$ cat src/rtl/pmp_csr_pkg.sv
package pmp_csr_pkg;
  typedef enum logic [1:0] {
    KIND_CFG  = 2'b00,
    KIND_ADDR = 2'b01,
    KIND_SEC  = 2'b10,
    KIND_NONE = 2'b11
  } csr_kind_e;

  localparam int CFG_R   = 0;
  localparam int CFG_W   = 1;
  localparam int CFG_X   = 2;
  localparam int CFG_L   = 7;
  localparam logic [1:0] MODE_TOR = 2'b01;

  localparam int SEC_LOCKDOWN = 0;
  localparam int SEC_WLIST    = 1;
  localparam int SEC_BYPASS   = 2;

  localparam int ENTRY_STRIDE = 4;
endpackage

$ cat src/rtl/pmp_cfg_gate.sv
module pmp_cfg_gate
  import pmp_csr_pkg::*;
#(
  parameter bit ENHANCED = 1'b1
) (
  input  logic [7:0] cur_cfg,
  input  logic [7:0] new_cfg,
  input  logic       lockdown,
  input  logic       bypass,
  output logic       accept
);
  logic plain_ok;
  logic ld_ok;

  always_comb begin
    plain_ok = !cur_cfg[CFG_L];
    ld_ok = (new_cfg[CFG_L] && !new_cfg[CFG_X]) ||
            (!new_cfg[CFG_L] && (new_cfg[2:0] != 3'b110));
  end

  generate
    if (ENHANCED) begin : g_enh
      assign accept = bypass || (!lockdown && plain_ok) || (lockdown && ld_ok);
    end else begin : g_plain
      logic unused_sig;
      assign unused_sig = lockdown ^ bypass;
      assign accept = plain_ok;
    end
  endgenerate
endmodule

$ cat src/rtl/pmp_sec_reg.sv
module pmp_sec_reg
  import pmp_csr_pkg::*;
#(
  parameter bit ENHANCED = 1'b1
) (
  input  logic       clk,
  input  logic       rst_n,
  input  logic       wr_en,
  input  logic [2:0] wr_bits,
  input  logic       any_locked,
  output logic [2:0] sec_q
);
  logic [2:0] sec_d;
  logic       new_bypass;

  always_comb begin
    new_bypass = wr_bits[SEC_BYPASS] && (sec_q[SEC_BYPASS] || !any_locked);
    sec_d = {new_bypass,
             wr_bits[SEC_WLIST] | sec_q[SEC_WLIST],
             wr_bits[SEC_LOCKDOWN] | sec_q[SEC_LOCKDOWN]};
    if (!ENHANCED) sec_d = 3'b000;
  end

  always_ff @(posedge clk or negedge rst_n) begin
    if (!rst_n) begin
      sec_q <= 3'b000;
    end else if (wr_en) begin
      sec_q <= sec_d;
    end
  end
endmodule

$ cat src/rtl/pmp_csr_file.sv
module pmp_csr_file
  import pmp_csr_pkg::*;
#(
  parameter int N        = 8,
  parameter int XLEN     = 32,
  parameter int IDX_W    = 8,
  parameter bit ENHANCED = 1'b1
) (
  input  logic              clk,
  input  logic              rst_n,
  input  logic              csr_we,
  input  logic [1:0]        csr_kind,
  input  logic [IDX_W-1:0]  csr_idx,
  input  logic [XLEN-1:0]   csr_wdata,
  output logic [XLEN-1:0]   csr_rdata,
  output logic [N*8-1:0]    cfg_o,
  output logic [N*XLEN-1:0] addr_o,
  output logic [2:0]        sec_o,
  output logic              upd_o
);
  localparam int BPC = XLEN / 8;

  logic [1:0] rst_sync;
  logic       rst_int_n;

  always_ff @(posedge clk or negedge rst_n) begin
    if (!rst_n) rst_sync <= 2'b00;
    else        rst_sync <= {rst_sync[0], 1'b1};
  end
  assign rst_int_n = rst_sync[1];

  logic [N-1:0][7:0]      cfg_q, cfg_d;
  logic [N-1:0][XLEN-1:0] addr_q, addr_d;
  logic [N-1:0][7:0]      cfg_new;
  logic [N-1:0]           cfg_hit, cfg_ok, addr_blk;
  logic [2:0]             sec_q;
  logic                   any_locked;
  logic                   upd_q;
  logic                   wr_cfg, wr_addr, wr_sec, reg_en;

  assign wr_cfg  = csr_we && (csr_kind == KIND_CFG);
  assign wr_addr = csr_we && (csr_kind == KIND_ADDR);
  assign wr_sec  = csr_we && (csr_kind == KIND_SEC);
  assign reg_en  = wr_cfg || wr_addr;

  always_comb begin
    cfg_hit = '0;
    cfg_new = '0;
    for (int e = 0; e < N; e++) begin
      for (int i = 0; i < BPC; i++) begin
        if (int'(csr_idx) * ENTRY_STRIDE + i == e) begin
          cfg_hit[e] = 1'b1;
          cfg_new[e] = csr_wdata[8*i +: 8];
        end
      end
    end
  end

  genvar g;
  generate
    for (g = 0; g < N; g++) begin : g_ent
      pmp_cfg_gate #(.ENHANCED(ENHANCED)) u_gate (
        .cur_cfg  (cfg_q[g]),
        .new_cfg  (cfg_new[g]),
        .lockdown (sec_q[SEC_LOCKDOWN]),
        .bypass   (sec_q[SEC_BYPASS]),
        .accept   (cfg_ok[g])
      );
      if (g + 1 < N) begin : g_nxt
        assign addr_blk[g] = cfg_q[g][CFG_L] ||
                             (cfg_q[g+1][CFG_L] && (cfg_q[g+1][4:3] == MODE_TOR));
      end else begin : g_top
        assign addr_blk[g] = cfg_q[g][CFG_L];
      end
    end
  endgenerate

  always_comb begin
    cfg_d  = cfg_q;
    addr_d = addr_q;
    for (int e = 0; e < N; e++) begin
      if (wr_cfg && cfg_hit[e] && cfg_ok[e]) cfg_d[e] = cfg_new[e];
      if (wr_addr && (int'(csr_idx) == e) && !addr_blk[e]) addr_d[e] = csr_wdata;
    end
  end

  always_comb begin
    any_locked = 1'b0;
    for (int e = 0; e < N; e++) any_locked = any_locked | cfg_q[e][CFG_L];
  end

  always_ff @(posedge clk or negedge rst_int_n) begin
    if (!rst_int_n) begin
      cfg_q  <= '0;
      addr_q <= '0;
    end else if (reg_en) begin
      cfg_q  <= cfg_d;
      addr_q <= addr_d;
    end
  end

  always_ff @(posedge clk or negedge rst_int_n) begin
    if (!rst_int_n) upd_q <= 1'b0;
    else            upd_q <= (cfg_d != cfg_q) || (addr_d != addr_q);
  end

  pmp_sec_reg #(.ENHANCED(ENHANCED)) u_sec (
    .clk        (clk),
    .rst_n      (rst_int_n),
    .wr_en      (wr_sec),
    .wr_bits    (csr_wdata[2:0]),
    .any_locked (any_locked),
    .sec_q      (sec_q)
  );

  always_comb begin
    csr_rdata = '0;
    case (csr_kind)
      KIND_CFG: begin
        for (int e = 0; e < N; e++) begin
          for (int i = 0; i < BPC; i++) begin
            if (int'(csr_idx) * ENTRY_STRIDE + i == e) csr_rdata[8*i +: 8] = cfg_q[e];
          end
        end
      end
      KIND_ADDR: begin
        for (int e = 0; e < N; e++) begin
          if (int'(csr_idx) == e) csr_rdata = addr_q[e];
        end
      end
      KIND_SEC: csr_rdata[2:0] = sec_q;
      default:  csr_rdata = '0;
    endcase
  end

  assign cfg_o  = cfg_q;
  assign addr_o = addr_q;
  assign sec_o  = sec_q;
  assign upd_o  = upd_q;
endmodule

$ cat config.mk
export PLATFORM = sky130hd
export DESIGN_NAME = pmp_csr_file
export DESIGN_NICKNAME = d
export VERILOG_FILES = /design/src/rtl/pmp_csr_pkg.sv /design/src/rtl/pmp_cfg_gate.sv /design/src/rtl/pmp_sec_reg.sv /design/src/rtl/pmp_csr_file.sv
export SDC_FILE = /design/constraint.sdc
export NUM_CORES = 1
export LEC_CHECK = 0
export BUFFER_PORTS_ARGS = -buffer_cell sky130_fd_sc_hd__buf_2
export CAP_MARGIN = 20
export CORE_MARGIN = 10
export CORE_UTILIZATION = 51
export CTS_CLUSTER_SIZE = 8
export DETAILED_ROUTE_END_ITERATION = 10
export PLACE_DENSITY_LB_ADDON = 0.3
export REMOVE_ABC_BUFFERS = 1
export SYNTH_ARGS = -nofsm -noshare
export SYNTH_HDL_FRONTEND = slang
export SYNTH_HIERARCHICAL = 1
export SYNTH_SLANG_ARGS = --single-unit
$ cat constraint.sdc
create_clock -name clk -period 10.67 [get_ports clk]
set_clock_uncertainty 0.15 [all_clocks]
set_input_delay 1.067 -clock clk [delete_from_list [all_inputs] [get_ports clk]]
set_output_delay 1.067 -clock clk [all_outputs]
set_load 0.05 [all_outputs]
==> qor_table.md <==
| Quantity | Value |
|:---|:---|
| Buffers plus inverters on the worst setup path | 4 |
| Worst vdd rail ir drop | 0.1178 mV |
| Highest achievable clock rate | 164.5 MHz |
| Total via count in the routed design | 21910 |
| RSZ-0062 raised after global routing | no |
| Reg area | 8162 um2 |
| Per-instance average area after synthesis | 8.880 um2 |
| Number of max-slew violations in the final report | 0 |
| First-pass iteration count of the detailed router | 8 |
| Worst slack at placement | 4.821 ns |
| Per-cell routed wire length | 38.93 um |
| Final total negative setup slack | 0 ns |
| Vertical die dimension | 213.6 um |
| Die W | 213.6 um |
| Min-Delay Path Class | input port to async pin |
| Initial DRC Count | 4852 |
| Number of cells on the worst reg-to-reg path | 9 |
| Global-route total usage across every layer | 48.49% |
| Worst path cell trace | buf_4, buf_4, buf_4, nor2b_1, a22oi_1, o22ai_1, a221oi_1, o22ai_1, buf_2 |
| Sum of net half-perimeters after detailed placement | 79750 um |
| Shortest period the worst path allows | 6.078 ns |
| Max Fanout on Critical Path | 45 |
| Gates resized, CTS repair | 0 |
| Total power draw | 3.069 mW |
| Area of combinational cells with multiple inputs | 9656 um2 |
| Biggest cell delay along the critical path | 1.00 ns |
| Status | complete, no violations |
| Max H-tree Level | 2 |
| Count of input and output buffers | 400 |
| Final Hold Fails | 0 |
| Crit path max-delay family | buffers and inverters |
| Remaining antenna violation count | 0 |
| Clock sink total | 326 |
| Clock insertion delay at the later pin of the skew report | 0.59 ns |
| Overflow after GRT | 0 |
| CP startpoint | csr_idx[0] |
| Postcts setup bufs | 0 |
| CTS Hold Bufs | 0 |
| Worst reg2reg setup slack | 6.91 ns |
| Total die area | 45610 um2 |
| Ratio of routed vias to standard cells | 7.510 |
| Initial cell density of the core | 51.95% |
| Cell with the largest stage delay on the worst path | sky130_fd_sc_hd__nor2b_1 |
| Placer Congestion | 1.160 |
| Core area | 36790 um2 |
| Cell depth of the worst setup path | 9 |
| Max-cap check violation count | 0 |
| Gate count after technology mapping | 2152 |
| Highest-count cells in the layout ignoring fill and taps | sky130_fd_sc_hd__buf_2, sky130_fd_sc_hd__dfrtp_1, sky130_fd_sc_hd__nand2_1, sky130_fd_sc_hd__o21ai_0, sky130_fd_sc_hd__o22ai_1 |
| Critical path capture point type | output port |
| Crit path required time | 9.45 ns |
| Leading cell type in the layout, fill and taps excluded | sky130_fd_sc_hd__buf_2 |
| Wire length of the first global-routing pass | 155800 um |
| Arrival time at the worst endpoint | 4.86 ns |
| Clock transition at the register clock pins on the worst setup and hold paths after CTS | 0.04 ns |
| Crit start category | input port |
| Worst reg2reg startpoint | u_sec/sec_q[0]$_DFFE_PN0P_ |
| Crit path setup slack, layout | 4.592 ns |
| Deepest clock path buffer count | 3 |
| Pwr Density | 136.5 nW/um2 |
| FP Rows | 70 |
| CTS root buf | sky130_fd_sc_hd__clkbuf_16 |
| Diode insertion count for antenna repair | 0 |
| Leakage dissipation | 10.53 nW |
| Synth warn | 6 |
| Number of antenna violations at the first check in global routing | 3 |
| # fillers | 3205 |
| DR DRC count | 0 |
| Post-synth design cell area | 19110 um2 |
| Nets | 2489 |
| CTS tree | built |
| Max_slew headroom | 14.28% |
| Tightest Pin Transition | 1.277 ns |
| Fraction of layout cells with a size suffix above 1 | 24.87% |
| Post-route clock period utilization | 56.96% |
| Number of global-route vias before repair | 20580 |
| Number of buffers added by the clock tree synthesis step | 47 |
| Pin count of the biggest net entering global routing | 80 |
| Layout Area Growth over Synthesis | 17.63% |
| Startpoint-to-endpoint class of the critical path | input port to output port |
| Final setup violation count | 0 |
| Number of I/O pins | 401 |
| Reg-to-reg critical path endpoint | upd_o$_DFF_PN0_ |
| CP most frequent cell | sky130_fd_sc_hd__buf_4 |
| Wire length reported by the detailed router | 113600 um |
[how the worst max path moves through the flow]
stage | slack (ns) | endpoint
after detailed placement | 4.82 | csr_rdata[8]
after global placement | 4.94 | csr_rdata[8]
after global routing | 4.60 | csr_rdata[8]
final | 4.59 | csr_rdata[8]
after CTS | 4.80 | csr_rdata[8]
after floorplan | 0.76 | addr_o[0]$_DFFE_PN0P_
[routing by layer]
| layer | GRT usage (%) | part of all wire (%) |
|---|---|---|
| met5 | 1.221 | 0.094 |
| met3 | 23.61 | 18 |
| met1 | 59.49 | 34 |
| met4 | 33.59 | 8.5 |
| met2 | 65.48 | 39 |
[where the power goes]
part / internal (mW) / leakage, nW / switching [mW]
combinational: 0.0850 / 5.80 / 0.313
clock: 0.821 / 0.630 / 0.559
sequential: 1.25 / 4.10 / 0.0374
total: 2.16 / 10.5 / 0.909
[area by class of cell]
type	count	share of cell area, %
inverters	124	2.071
repair buffers	442	10.38
flip-flops and latches	326	36.31
well taps	468	2.605
clock inverters	1	0.02227
clock buffers	53	5.655
multi-input cells	1503	42.96
[sequential cells by signal, summed over array words and instances (netlist names)]
name	count
rst_sync	2
u_sec/sec_q	3
cfg_o	64
upd_o	1
addr_o	256
[stage by stage]
| stage | util, % | cell area, um2 | std cells | hold slack, ns |
|---|---|---|---|---|
| floorplan | - | 18240 | 1953 | 0.1812 |
| global placement | 57.56 | 21180 | 2861 | 0.1911 |
| detailed placement | 57.56 | 21180 | 2861 | 0.1879 |
| CTS | 61.03 | 22450 | 2915 | 0.1132 |
| global route | 61.11 | 22480 | 2917 | 0.1143 |
| finish | 61.11 | 22480 | 2917 | 0.1175 |
No activity file was read; power rests on OpenSTA's default activity.
